`src/rtl/stk_pkg.sv`:
```
`timescale 1ns/1ps
package stk_pkg;
  localparam int BYTE_W    = 8;
  localparam int FRAME_MAX = 5;
  localparam int CNT_W     = $clog2(FRAME_MAX + 1);

  typedef enum logic [2:0] {
    OP_NONE = 3'd0,
    OP_PUSH = 3'd1,
    OP_POP  = 3'd2,
    OP_CALL = 3'd3,
    OP_RET  = 3'd4,
    OP_INT  = 3'd5,
    OP_IRET = 3'd6,
    OP_RSP  = 3'd7
  } stk_op_e;

  typedef logic [FRAME_MAX-1:0][BYTE_W-1:0] frame_t;
endpackage

```
`src/rtl/stk_ram.sv`:
```
`timescale 1ns/1ps
module stk_ram #(
  parameter int DW = 8,
  parameter int AW = 6
) (
  input  logic          clk,
  input  logic          we,
  input  logic [AW-1:0] waddr,
  input  logic [DW-1:0] wdata,
  input  logic [AW-1:0] raddr,
  output logic [DW-1:0] rdata
);
  localparam int WORDS = 1 << AW;

  logic [DW-1:0] mem [WORDS];

  // Simple dual-port, registered read: maps onto a block RAM.
  always_ff @(posedge clk) begin
    if (we) mem[waddr] <= wdata;
    rdata <= mem[raddr];
  end
endmodule

```
`src/rtl/stk_ptr.sv`:
```
`timescale 1ns/1ps
module stk_ptr #(
  parameter int              PW  = 16,
  parameter int              DB  = 6,
  parameter logic [PW-1:0]   TOP = 16'h00FF
) (
  input  logic          clk,
  input  logic          rst,
  input  logic          rsp,
  input  logic          load,
  input  logic [DB-1:0] load_val,
  input  logic          dec,
  input  logic          inc,
  output logic [PW-1:0] sp,
  output logic [DB-1:0] next_up
);
  localparam logic [PW-DB-1:0] HI = TOP[PW-1:DB];

  logic [DB-1:0] off;

  // Offset arithmetic is modulo the window size, which gives the silent wrap.
  always_ff @(posedge clk) begin
    if (rst || rsp)  off <= '1;
    else if (load)   off <= load_val;
    else if (dec)    off <= off - 1'b1;
    else if (inc)    off <= off + 1'b1;
  end

  assign sp      = {HI, off};
  assign next_up = off + 1'b1;
endmodule

```
`src/rtl/stk_seq.sv`:
```
`timescale 1ns/1ps
module stk_seq
  import stk_pkg::*;
(
  input  logic              clk,
  input  logic              rst,
  input  stk_op_e           cmd,
  input  logic [BYTE_W-1:0] push_data,
  input  logic [15:0]       pc_in,
  input  logic [BYTE_W-1:0] x_in,
  input  logic [BYTE_W-1:0] a_in,
  input  logic [BYTE_W-1:0] cc_in,
  input  logic              sp_wr,
  input  logic [BYTE_W-1:0] ram_rdata,
  output logic              ram_we,
  output logic [BYTE_W-1:0] ram_wdata,
  output logic              ptr_rsp,
  output logic              ptr_load,
  output logic              ptr_dec,
  output logic              ptr_inc,
  output logic              busy,
  output logic              done,
  output logic [BYTE_W-1:0] pop_data,
  output logic [15:0]       pc_out,
  output logic [BYTE_W-1:0] x_out,
  output logic [BYTE_W-1:0] a_out,
  output logic [BYTE_W-1:0] cc_out
);
  typedef enum logic [1:0] {S_IDLE, S_STORE, S_FETCH} state_e;

  state_e           state;
  stk_op_e          op_q;
  frame_t           bytes_q, frame;
  logic [CNT_W-1:0] cnt, len, flen, cap_idx;
  logic             cap_vld, idle, accept, is_store;

  assign idle   = (state == S_IDLE) && !cap_vld;
  assign busy   = !idle;
  assign accept = idle && (cmd != OP_NONE) && !sp_wr;

  assign ptr_load  = idle && sp_wr;
  assign ptr_rsp   = accept && (cmd == OP_RSP);
  assign ptr_dec   = (state == S_STORE);
  assign ptr_inc   = (state == S_FETCH);
  assign ram_we    = (state == S_STORE);
  assign ram_wdata = bytes_q[cnt];

  // Frame layout in store order; restores only use the length.
  always_comb begin
    frame    = '0;
    flen     = CNT_W'(1);
    is_store = 1'b0;
    unique case (cmd)
      OP_PUSH: begin frame[0] = push_data; is_store = 1'b1; end
      OP_CALL: begin
        frame[0] = pc_in[7:0]; frame[1] = pc_in[15:8];
        flen = CNT_W'(2); is_store = 1'b1;
      end
      OP_INT: begin
        frame[0] = pc_in[7:0]; frame[1] = pc_in[15:8];
        frame[2] = x_in; frame[3] = a_in; frame[4] = cc_in;
        flen = CNT_W'(FRAME_MAX); is_store = 1'b1;
      end
      OP_RET:  flen = CNT_W'(2);
      OP_IRET: flen = CNT_W'(FRAME_MAX);
      default: ;
    endcase
  end

  always_ff @(posedge clk) begin
    if (rst) begin
      state    <= S_IDLE;
      op_q     <= OP_NONE;
      bytes_q  <= '0;
      cnt      <= '0;
      len      <= '0;
      cap_vld  <= 1'b0;
      cap_idx  <= '0;
      done     <= 1'b0;
      pop_data <= '0;
      pc_out   <= '0;
      x_out    <= '0;
      a_out    <= '0;
      cc_out   <= '0;
    end else begin
      done    <= 1'b0;
      cap_vld <= 1'b0;
      unique case (state)
        S_IDLE: if (accept) begin
          op_q    <= cmd;
          bytes_q <= frame;
          len     <= flen;
          cnt     <= '0;
          if (cmd == OP_RSP) done  <= 1'b1;
          else if (is_store) state <= S_STORE;
          else               state <= S_FETCH;
        end
        S_STORE: begin
          cnt <= cnt + 1'b1;
          if (cnt == len - 1'b1) begin
            state <= S_IDLE;
            done  <= 1'b1;
          end
        end
        S_FETCH: begin
          cap_vld <= 1'b1;
          cap_idx <= cnt;
          cnt     <= cnt + 1'b1;
          if (cnt == len - 1'b1) state <= S_IDLE;
        end
        default: state <= S_IDLE;
      endcase
      // Read data arrives one edge after the address was issued.
      if (cap_vld) begin
        if (cap_idx == len - 1'b1) done <= 1'b1;
        if (op_q == OP_POP) pop_data <= ram_rdata;
        else if (op_q == OP_RET) begin
          if (cap_idx == 0) pc_out[15:8] <= ram_rdata;
          else              pc_out[7:0]  <= ram_rdata;
        end else begin
          unique case (cap_idx)
            CNT_W'(0): cc_out       <= ram_rdata;
            CNT_W'(1): a_out        <= ram_rdata;
            CNT_W'(2): x_out        <= ram_rdata;
            CNT_W'(3): pc_out[15:8] <= ram_rdata;
            default:   pc_out[7:0]  <= ram_rdata;
          endcase
        end
      end
    end
  end

  // a completion pulse always leaves the sequencer free for a new command.
  p_done_idle_r7: assert property (@(posedge clk) disable iff (rst)
    done |-> !busy);
endmodule

```
`src/rtl/hw_stack.sv`:
```
`timescale 1ns/1ps
module hw_stack
  import stk_pkg::*;
#(
  parameter int            PTR_W      = 16,
  parameter int            DEPTH_BITS = 6,
  parameter logic [PTR_W-1:0] STACK_TOP = 16'h00FF
) (
  input  logic              clk,
  input  logic              rst,
  input  logic [2:0]        cmd,
  input  logic [BYTE_W-1:0] push_data,
  input  logic [15:0]       pc_in,
  input  logic [BYTE_W-1:0] x_in,
  input  logic [BYTE_W-1:0] a_in,
  input  logic [BYTE_W-1:0] cc_in,
  input  logic              sp_wr,
  input  logic [BYTE_W-1:0] sp_wdata,
  output logic [PTR_W-1:0]  sp,
  output logic              busy,
  output logic              done,
  output logic [BYTE_W-1:0] pop_data,
  output logic [15:0]       pc_out,
  output logic [BYTE_W-1:0] x_out,
  output logic [BYTE_W-1:0] a_out,
  output logic [BYTE_W-1:0] cc_out
);
  logic                  ram_we, ptr_rsp, ptr_load, ptr_dec, ptr_inc;
  logic [BYTE_W-1:0]     ram_wdata, ram_rdata;
  logic [DEPTH_BITS-1:0] next_up;

  stk_seq u_seq (
    .clk(clk), .rst(rst), .cmd(stk_op_e'(cmd)), .push_data(push_data),
    .pc_in(pc_in), .x_in(x_in), .a_in(a_in), .cc_in(cc_in), .sp_wr(sp_wr),
    .ram_rdata(ram_rdata), .ram_we(ram_we), .ram_wdata(ram_wdata),
    .ptr_rsp(ptr_rsp), .ptr_load(ptr_load), .ptr_dec(ptr_dec),
    .ptr_inc(ptr_inc), .busy(busy), .done(done), .pop_data(pop_data),
    .pc_out(pc_out), .x_out(x_out), .a_out(a_out), .cc_out(cc_out)
  );

  stk_ptr #(.PW(PTR_W), .DB(DEPTH_BITS), .TOP(STACK_TOP)) u_ptr (
    .clk(clk), .rst(rst), .rsp(ptr_rsp), .load(ptr_load),
    .load_val(sp_wdata[DEPTH_BITS-1:0]), .dec(ptr_dec), .inc(ptr_inc),
    .sp(sp), .next_up(next_up)
  );

  stk_ram #(.DW(BYTE_W), .AW(DEPTH_BITS)) u_ram (
    .clk(clk), .we(ram_we), .waddr(sp[DEPTH_BITS-1:0]), .wdata(ram_wdata),
    .raddr(next_up), .rdata(ram_rdata)
  );

  // Checker-side history of the pointer offset.
  logic [DEPTH_BITS-1:0] prev_off, sp_delta;
  always_ff @(posedge clk) prev_off <= sp[DEPTH_BITS-1:0];
  assign sp_delta = sp[DEPTH_BITS-1:0] - prev_off;

  // the reset command puts the pointer back at the top of the window.
  p_rsp_top_r1: assert property (@(posedge clk) disable iff (rst)
    (cmd == 3'd7 && !busy && !sp_wr) |=> sp == STACK_TOP);

  // an idle direct load sets the window offset from the written byte.
  p_load_r8: assert property (@(posedge clk) disable iff (rst)
    (sp_wr && !busy) |=> sp[DEPTH_BITS-1:0] == $past(sp_wdata[DEPTH_BITS-1:0]));

  // while busy the pointer moves at most one byte per clock.
  p_step_r7: assert property (@(posedge clk) disable iff (rst)
    busy |=> (sp_delta == '0 || sp_delta == DEPTH_BITS'(1) || sp_delta == '1));

  // the RAM is never written and read-advanced in the same cycle.
  p_excl_r3: assert property (@(posedge clk) disable iff (rst)
    !(ram_we && ptr_inc));
endmodule

```
`config.mk`:
```
export PLATFORM = sky130hd
export DESIGN_NAME = hw_stack
export DESIGN_NICKNAME = d
export VERILOG_FILES = /design/src/rtl/stk_pkg.sv /design/src/rtl/stk_ram.sv /design/src/rtl/stk_ptr.sv /design/src/rtl/stk_seq.sv /design/src/rtl/hw_stack.sv
export SDC_FILE = /design/constraint.sdc
export NUM_CORES = 1
export LEC_CHECK = 0
export BUFFER_PORTS_ARGS = -buffer_cell sky130_fd_sc_hd__buf_2
export CAP_MARGIN = 20
export CORE_MARGIN = 2
export CORE_UTILIZATION = 65
export CTS_CLUSTER_DIAMETER = 40
export CTS_CLUSTER_SIZE = 14
export DETAILED_ROUTE_END_ITERATION = 12
export PLACE_DENSITY_LB_ADDON = 0.15
export SYNTH_ARGS = -nofsm -noshare
export SYNTH_HDL_FRONTEND = slang
export SYNTH_SLANG_ARGS = --single-unit
```
`constraint.sdc`:
```
create_clock -name clk -period 7.55 [get_ports clk]
set_input_delay 1.1325 -clock clk [delete_from_list [all_inputs] [get_ports clk]]
set_output_delay 1.1325 -clock clk [all_outputs]
set_load 0.01 [all_outputs]
```
Yosys cells after proc, flatten, opt, wreduce, memory -nomap -nowiden --
Memories as Yosys holds them, arrays and structs flattened. A register that Yosys moved wholly into a read port is not among the register bits. Index checks and enable logic that the tools add are counted.
Word-level totals: register bits after elaboration 110, RAM bits 512, bits of input ports 62, output and inout bits 66, logic and storage cells 109, memories 1
Operators by class: add/subtract/negate cells 4, $lt $le $gt $ge 1, equal/unequal tests 21, multiplexer cells 31, bitwise operators 2, reductions and logical operators 30
Memory list:
- u_ram.mem | words 64, bits a word 8, rd ports 1, clocked after Yosys merged registers in 1, write ports 1, line stk_ram.sv:15 | logic [DW-1:0] mem [WORDS];
Operator list (count):
- 8-bit 2-to-1 mux | 6
- 8-bit binary-select mux with 3-bit select | 1
- 24-bit 2-to-1 mux | 1
- 4-bit AND reduction | 5
- 6-bit 2-to-1 mux | 3
- 16-bit 2-to-1 mux | 1
- 8-bit case mux with 2 select lines | 1
- 3-bit equality test, second input constant | 5
- 3-bit by 2-bit equality test with 1-bit output, second input constant | 4
- 3-bit case mux with 2 select lines | 2
- 1-bit 2-to-1 mux | 9
- 2-bit 2-to-1 mux | 4
- 2-bit OR reduction | 4
- 6-bit by 1-bit adder with 6-bit output, second input constant | 1
- 3-bit by 1-bit equality test with 1-bit output, second input constant | 2
- 3-bit equality test | 2
- 2-bit by 1-bit != test with 1-bit output, second input constant | 3
- 2-bit != test, second input constant | 3
- 2-bit AND reduction | 3
- 3-bit nonzero test | 2
- 6-bit by 1-bit subtractor with 6-bit output, second input constant | 1
- 1-bit logical AND | 5
- 3-bit by 4-bit less-than comparator with 1-bit output, second input constant | 1
- 2-bit case mux with 2 select lines | 1
- other kinds (15) | 19

Depth between registers and ports, before layout --
word-level depth 8, depth in mapped cells 12, depth with buffers taken out 7

Hierarchy --
Synthesis repeated with hierarchy kept, for this count alone.
Second synthesis, totals: cells, all modules 1523, area total of the unflattened synthesis 25325.5 µm²
By module, submodules not included:
- stk_ram | instances 1, cells an instance 940, area each 20166.8 µm², sequential area each 15534.9 µm²
- stk_seq | instances 1, cells an instance 509, area each 4545.6 µm², sequential area each 2082.0 µm²
- stk_ptr | instances 1, cells an instance 74, area each 613.1 µm², sequential area each 120.1 µm²

Least setup slack after synthesis --
OpenSTA, ideal clock, no wires.
path kind flip-flop to flip-flop, start point register u_seq.cnt[0], end point memory u_ram.mem[0][0], data pin, setup time 0.702 ns, data arrival time 3.501 ns, required time 6.848 ns, slack 3.347 ns, stages on the path, launching flop included 5, path buffers 1, period minus slack after synthesis 4.203 ns, path through dfxtp_1 -> buf_2 -> mux4_2 -> inv_1 -> o21ai_0
Between the ends: longest elaborated chain between the ends 2
Ends and longest elaborated chain:
- start, declared | line stk_seq.sv:34 | logic [CNT_W-1:0] cnt, len, flen, cap_idx;
- start signal, assigned | line stk_seq.sv:99 | cnt <= cnt + 1'b1;
- start signal, assigned | line stk_seq.sv:108 | cnt <= cnt + 1'b1;
- 8-bit binary-select mux with 3-bit select | line stk_seq.sv:46 | assign ram_wdata = bytes_q[cnt];
- 8-bit 2-to-1 mux (implied by the code) | line stk_seq.sv:46
- named net ram_wdata[0] | line hw_stack.sv:29 | logic [BYTE_W-1:0] ram_wdata, ram_rdata;
- end, declared | line stk_ram.sv:15
The timed path passes the listed nets, and every way through them passes these cells. The select of a mux whose other input is x is not followed.

Worst setup path after layout --
start point register u_ptr.off[1], end point register u_ram.rdata[4], read port of u_ram.mem
Between the ends: longest elaborated chain between the ends 1
Ends and longest elaborated chain:
- start, declared | line stk_ptr.sv:19 | logic [DB-1:0] off;
- start signal, assigned | line stk_ptr.sv:24 | else if (load) off <= load_val;
- start signal, assigned | line stk_ptr.sv:25 | else if (dec) off <= off - 1'b1;
- start signal, assigned | line stk_ptr.sv:26 | else if (inc) off <= off + 1'b1;
- 6-bit by 1-bit adder with 6-bit output | line stk_ptr.sv:30 | assign next_up = off + 1'b1;
- end, declared | line stk_ram.sv:11 | output logic [DW-1:0] rdata
Every way passes these cells. A chain may end at the register's enable or synchronous reset.

==> results.yml <==
place:
  hpwlAfterDp_um: 32760
  io_buffers: 115
  gp_congestion: 0.8561
  pre_cts_ws_ns: 3.582
global_route:
  grt-ovfl-total: 0
  track_usage: 0.2836
  antenna_found_initial: 0
  grt_pass1_vias: 14008
  grt_max_degree: 106
  grt_pass1_wl_um: 85690
floorplan:
  die_w_um: 201.5
  die_y_um: 201.5
  die_area_um2: 40590
  initial_utilization: 0.6574
  io_pins: 128
  core_area_um2: 38560
  rows: 72
yosys:
  synth_area_leaders: "edfxtp_1 61%, mux4_2 13%, dfxtp_1 9.3%"
  ys_types: 61
  yosys.area_share.simple: 0.05924
  netlist_top_cells_count: "512 x edfxtp_1, 149 x nor2_1, 144 x mux4_2"
  synthXorXnorAreaFrac: 0.009281
  async_reset_ff_frac: 0
  synth_top_area_cell: "edfxtp_1"
  ys_seq_area_frac: 0.6998
  synth-compound-area-share: 0.04127
  yosysMostFrequentCell: "edfxtp_1"
  ys_warn_count: 0
  ys_ff_latch: 630
  ys_dominant_reg_cell: "edfxtp_1"
  synth_fa_ha_area_frac: 0.003456
  syn_area_per_cell_um2: 16.69
  synth_top_area_frac: 0.6066
  synthMuxAreaShare: 0.1611
  synth_edf_count: 512
  synth_top_family_by_area: "multiplexers"
  netlist_instances: 1519
  synth_area_um2: 25350
sta:
  layout_min_cycle_time_ns: 4.021
  setup_viol: 0
  fin_tns_setup_ns: 0
  slew_viol_final: 0
  hold_violations: 0
  worst_slew_pin_slew_ns: 1.039
  slew_headroom: 0.3075
  rsz0062_at_grt: "false"
  setup_ws_ns: 3.529
  fin_skew_ns: 0.01852
  period_share: 0.5326
  fmax_mhz: 248.7
power_and_ir_drop:
  clock_power_share: 0.318
  vdd_drop_max_mv: 0.2903
  power_density_nw_per_um2: 396.2
  p_int_uw: 7731
  combPwrFrac: 0.326
  switching_share: 0.3255
  power_frac_seq: 0.355
  p_switching_uw: 3731
  static-leakage-power_uw: 0.009990
hold_path:
  min_path_type: "flip-flop to flip-flop"
clock_tree:
  cts_hold_buf: 0
  cts_inserted_buffers: 73
  htreeDepth: 3
  cts_sinks: 630
  worstSkewPairLatency_ns: 0.60
  clkTransAtPathRegs_ns: 0.07
  cts_tree: "done"
  cts_resized: 0
  clock-root-buffer: "clkbuf_16"
  cts_setup_buffers: 0
  cts_buffer_depth: 3
critical_path:
  start_kind: "flip-flop"
  crit_fanout: 72
  cp-end-kind: "flip-flop"
  path_class: "flip-flop to flip-flop"
  critPathArrivalTime_ns: 4.48
  worstPathRequired_ns: 8.01
routing:
  drt_pass1_iterations: 5
  wirelength_um: 56630
  wl_per_cell_um: 25.61
  via_count: 14229
  drc: 0
  ant_nets: 0
  drt_iter0_drc: 1527
  viasPerCell: 6.436
status:
  status: "completed"
cells_and_area:
  area_growth_pct: 14.14
  antenna_cells: 0
  final_nets: 1708
  final_layout_size_suffix_gt1_frac: 0.2558
run:
  max-cap-violations: 0
cells by family after synthesis:
group           Yosys count
buf+inv                 125
simple gates            342
mux                     228
fa+ha+maj                 7
other cells               2
xor+xnor                 21
flops                   630
compound gates          164
worst paths after layout:
kind / start / to / slack, ns / depth (start not counted)
hold / removal: u_seq.bytes_q[30] / u_seq.bytes_q[30] / 0.45 / 2
setup reg to reg: u_ptr.off[1] / u_ram.rdata[4] / 3.53 / 8
hold reg to reg: u_seq.bytes_q[30] / u_seq.bytes_q[30] / 0.45 / 2
setup / recovery: u_ptr.off[1] / u_ram.rdata[4] / 3.53 / 8
area by class of cell:
class                   count  area (um2)
clock inverters            40       500.5
multi-input cells         772        7118
well taps                 518       648.1
inverters                  22       82.58
flip-flops and latches    630       17740
clock buffers              89        2024
repair buffers            140       815.8
fillers                  2272        9627
layer usage:
layer	vias to the layer above	wire (um)	part of all wire	track usage
met5	-	0	0	0
met3	103	4905	0.087	0.05264
met2	729	27720	0.49	0.4560
li1	6149	-	-	-
met4	0	1266	0.022	0.08377
met1	7248	22740	0.40	0.4049
sequential cells by signal (all words and copies together) (netlist names), 3 cells and up:
register,cells
u_seq.pop_data,8
u_seq.bytes_q,40
u_seq.op_q,3
u_seq.len,3
u_seq.a_out,8
u_ptr.off,6
u_seq.x_out,8
u_seq.pc_out,16
u_seq.cap_idx,3
u_seq.cnt,3
u_seq.cc_out,8
u_ram.mem,512
u_ram.rdata,8
stage by stage:
step	std cells	hold WS [ns]	util	power, uW	cell area [um2]
final	2211	0.4510	0.7503	11460	28930
after global routing	2211	0.4806	0.7503	11850	28930
after CTS	2207	0.4524	0.7485	11450	28860
after detailed placement	2078	0.4439	0.6830	7777	26340
after global placement	2077	0.4350	0.6829	7716	26330
after floorplan	1527	0.4287	-	6824	25380
layout by cell type, fill, tap and decap left out, types with 4 or more instances in the layout:
cell and count:
mux2i_1 84, clkinv_2 7, nor2_1 149, mux4_2 144, dfxtp_1 117, bufinv_16 9
or3_1 4, xor2_1 7, clkbuf_1 7, nor2b_1 5, o21ai_1 12, inv_1 21
nand2_1 93, edfxtp_1 512, nor3_1 7, buf_4 21, nor3b_1 5, o41ai_2 8
nand2b_1 4, o21ai_0 15, buf_2 115, inv_6 6, conb_1 10, a221o_1 8
clkbuf_16 78, clkinv_4 10, a22oi_1 10, nand3_1 52, ha_1 6, xnor2_1 10
clkinvlp_4 4, a21oi_1 76, o21ai_4 8, a31oi_1 8
power by group through the flow:
stage	Clock [uW]	Combinational (uW)	Sequential (uW)
after floorplan	0	2750	4070
after global placement	0	3580	4130
after detailed placement	0	3640	4140
after CTS	3680	3700	4070
after global routing	3820	3950	4080
final	3650	3740	4070
critical path: stages (launching register included):
cell     delay [ns]
dfxtp_1        0.70
inv_1          0.26
ha_4           0.91
buf_12         0.43
mux4_2         0.41
mux2i_1        0.30
a21oi_1        0.10
o41ai_2        0.52
o21ai_1        0.12
No activity file was read; power rests on OpenSTA's default activity.
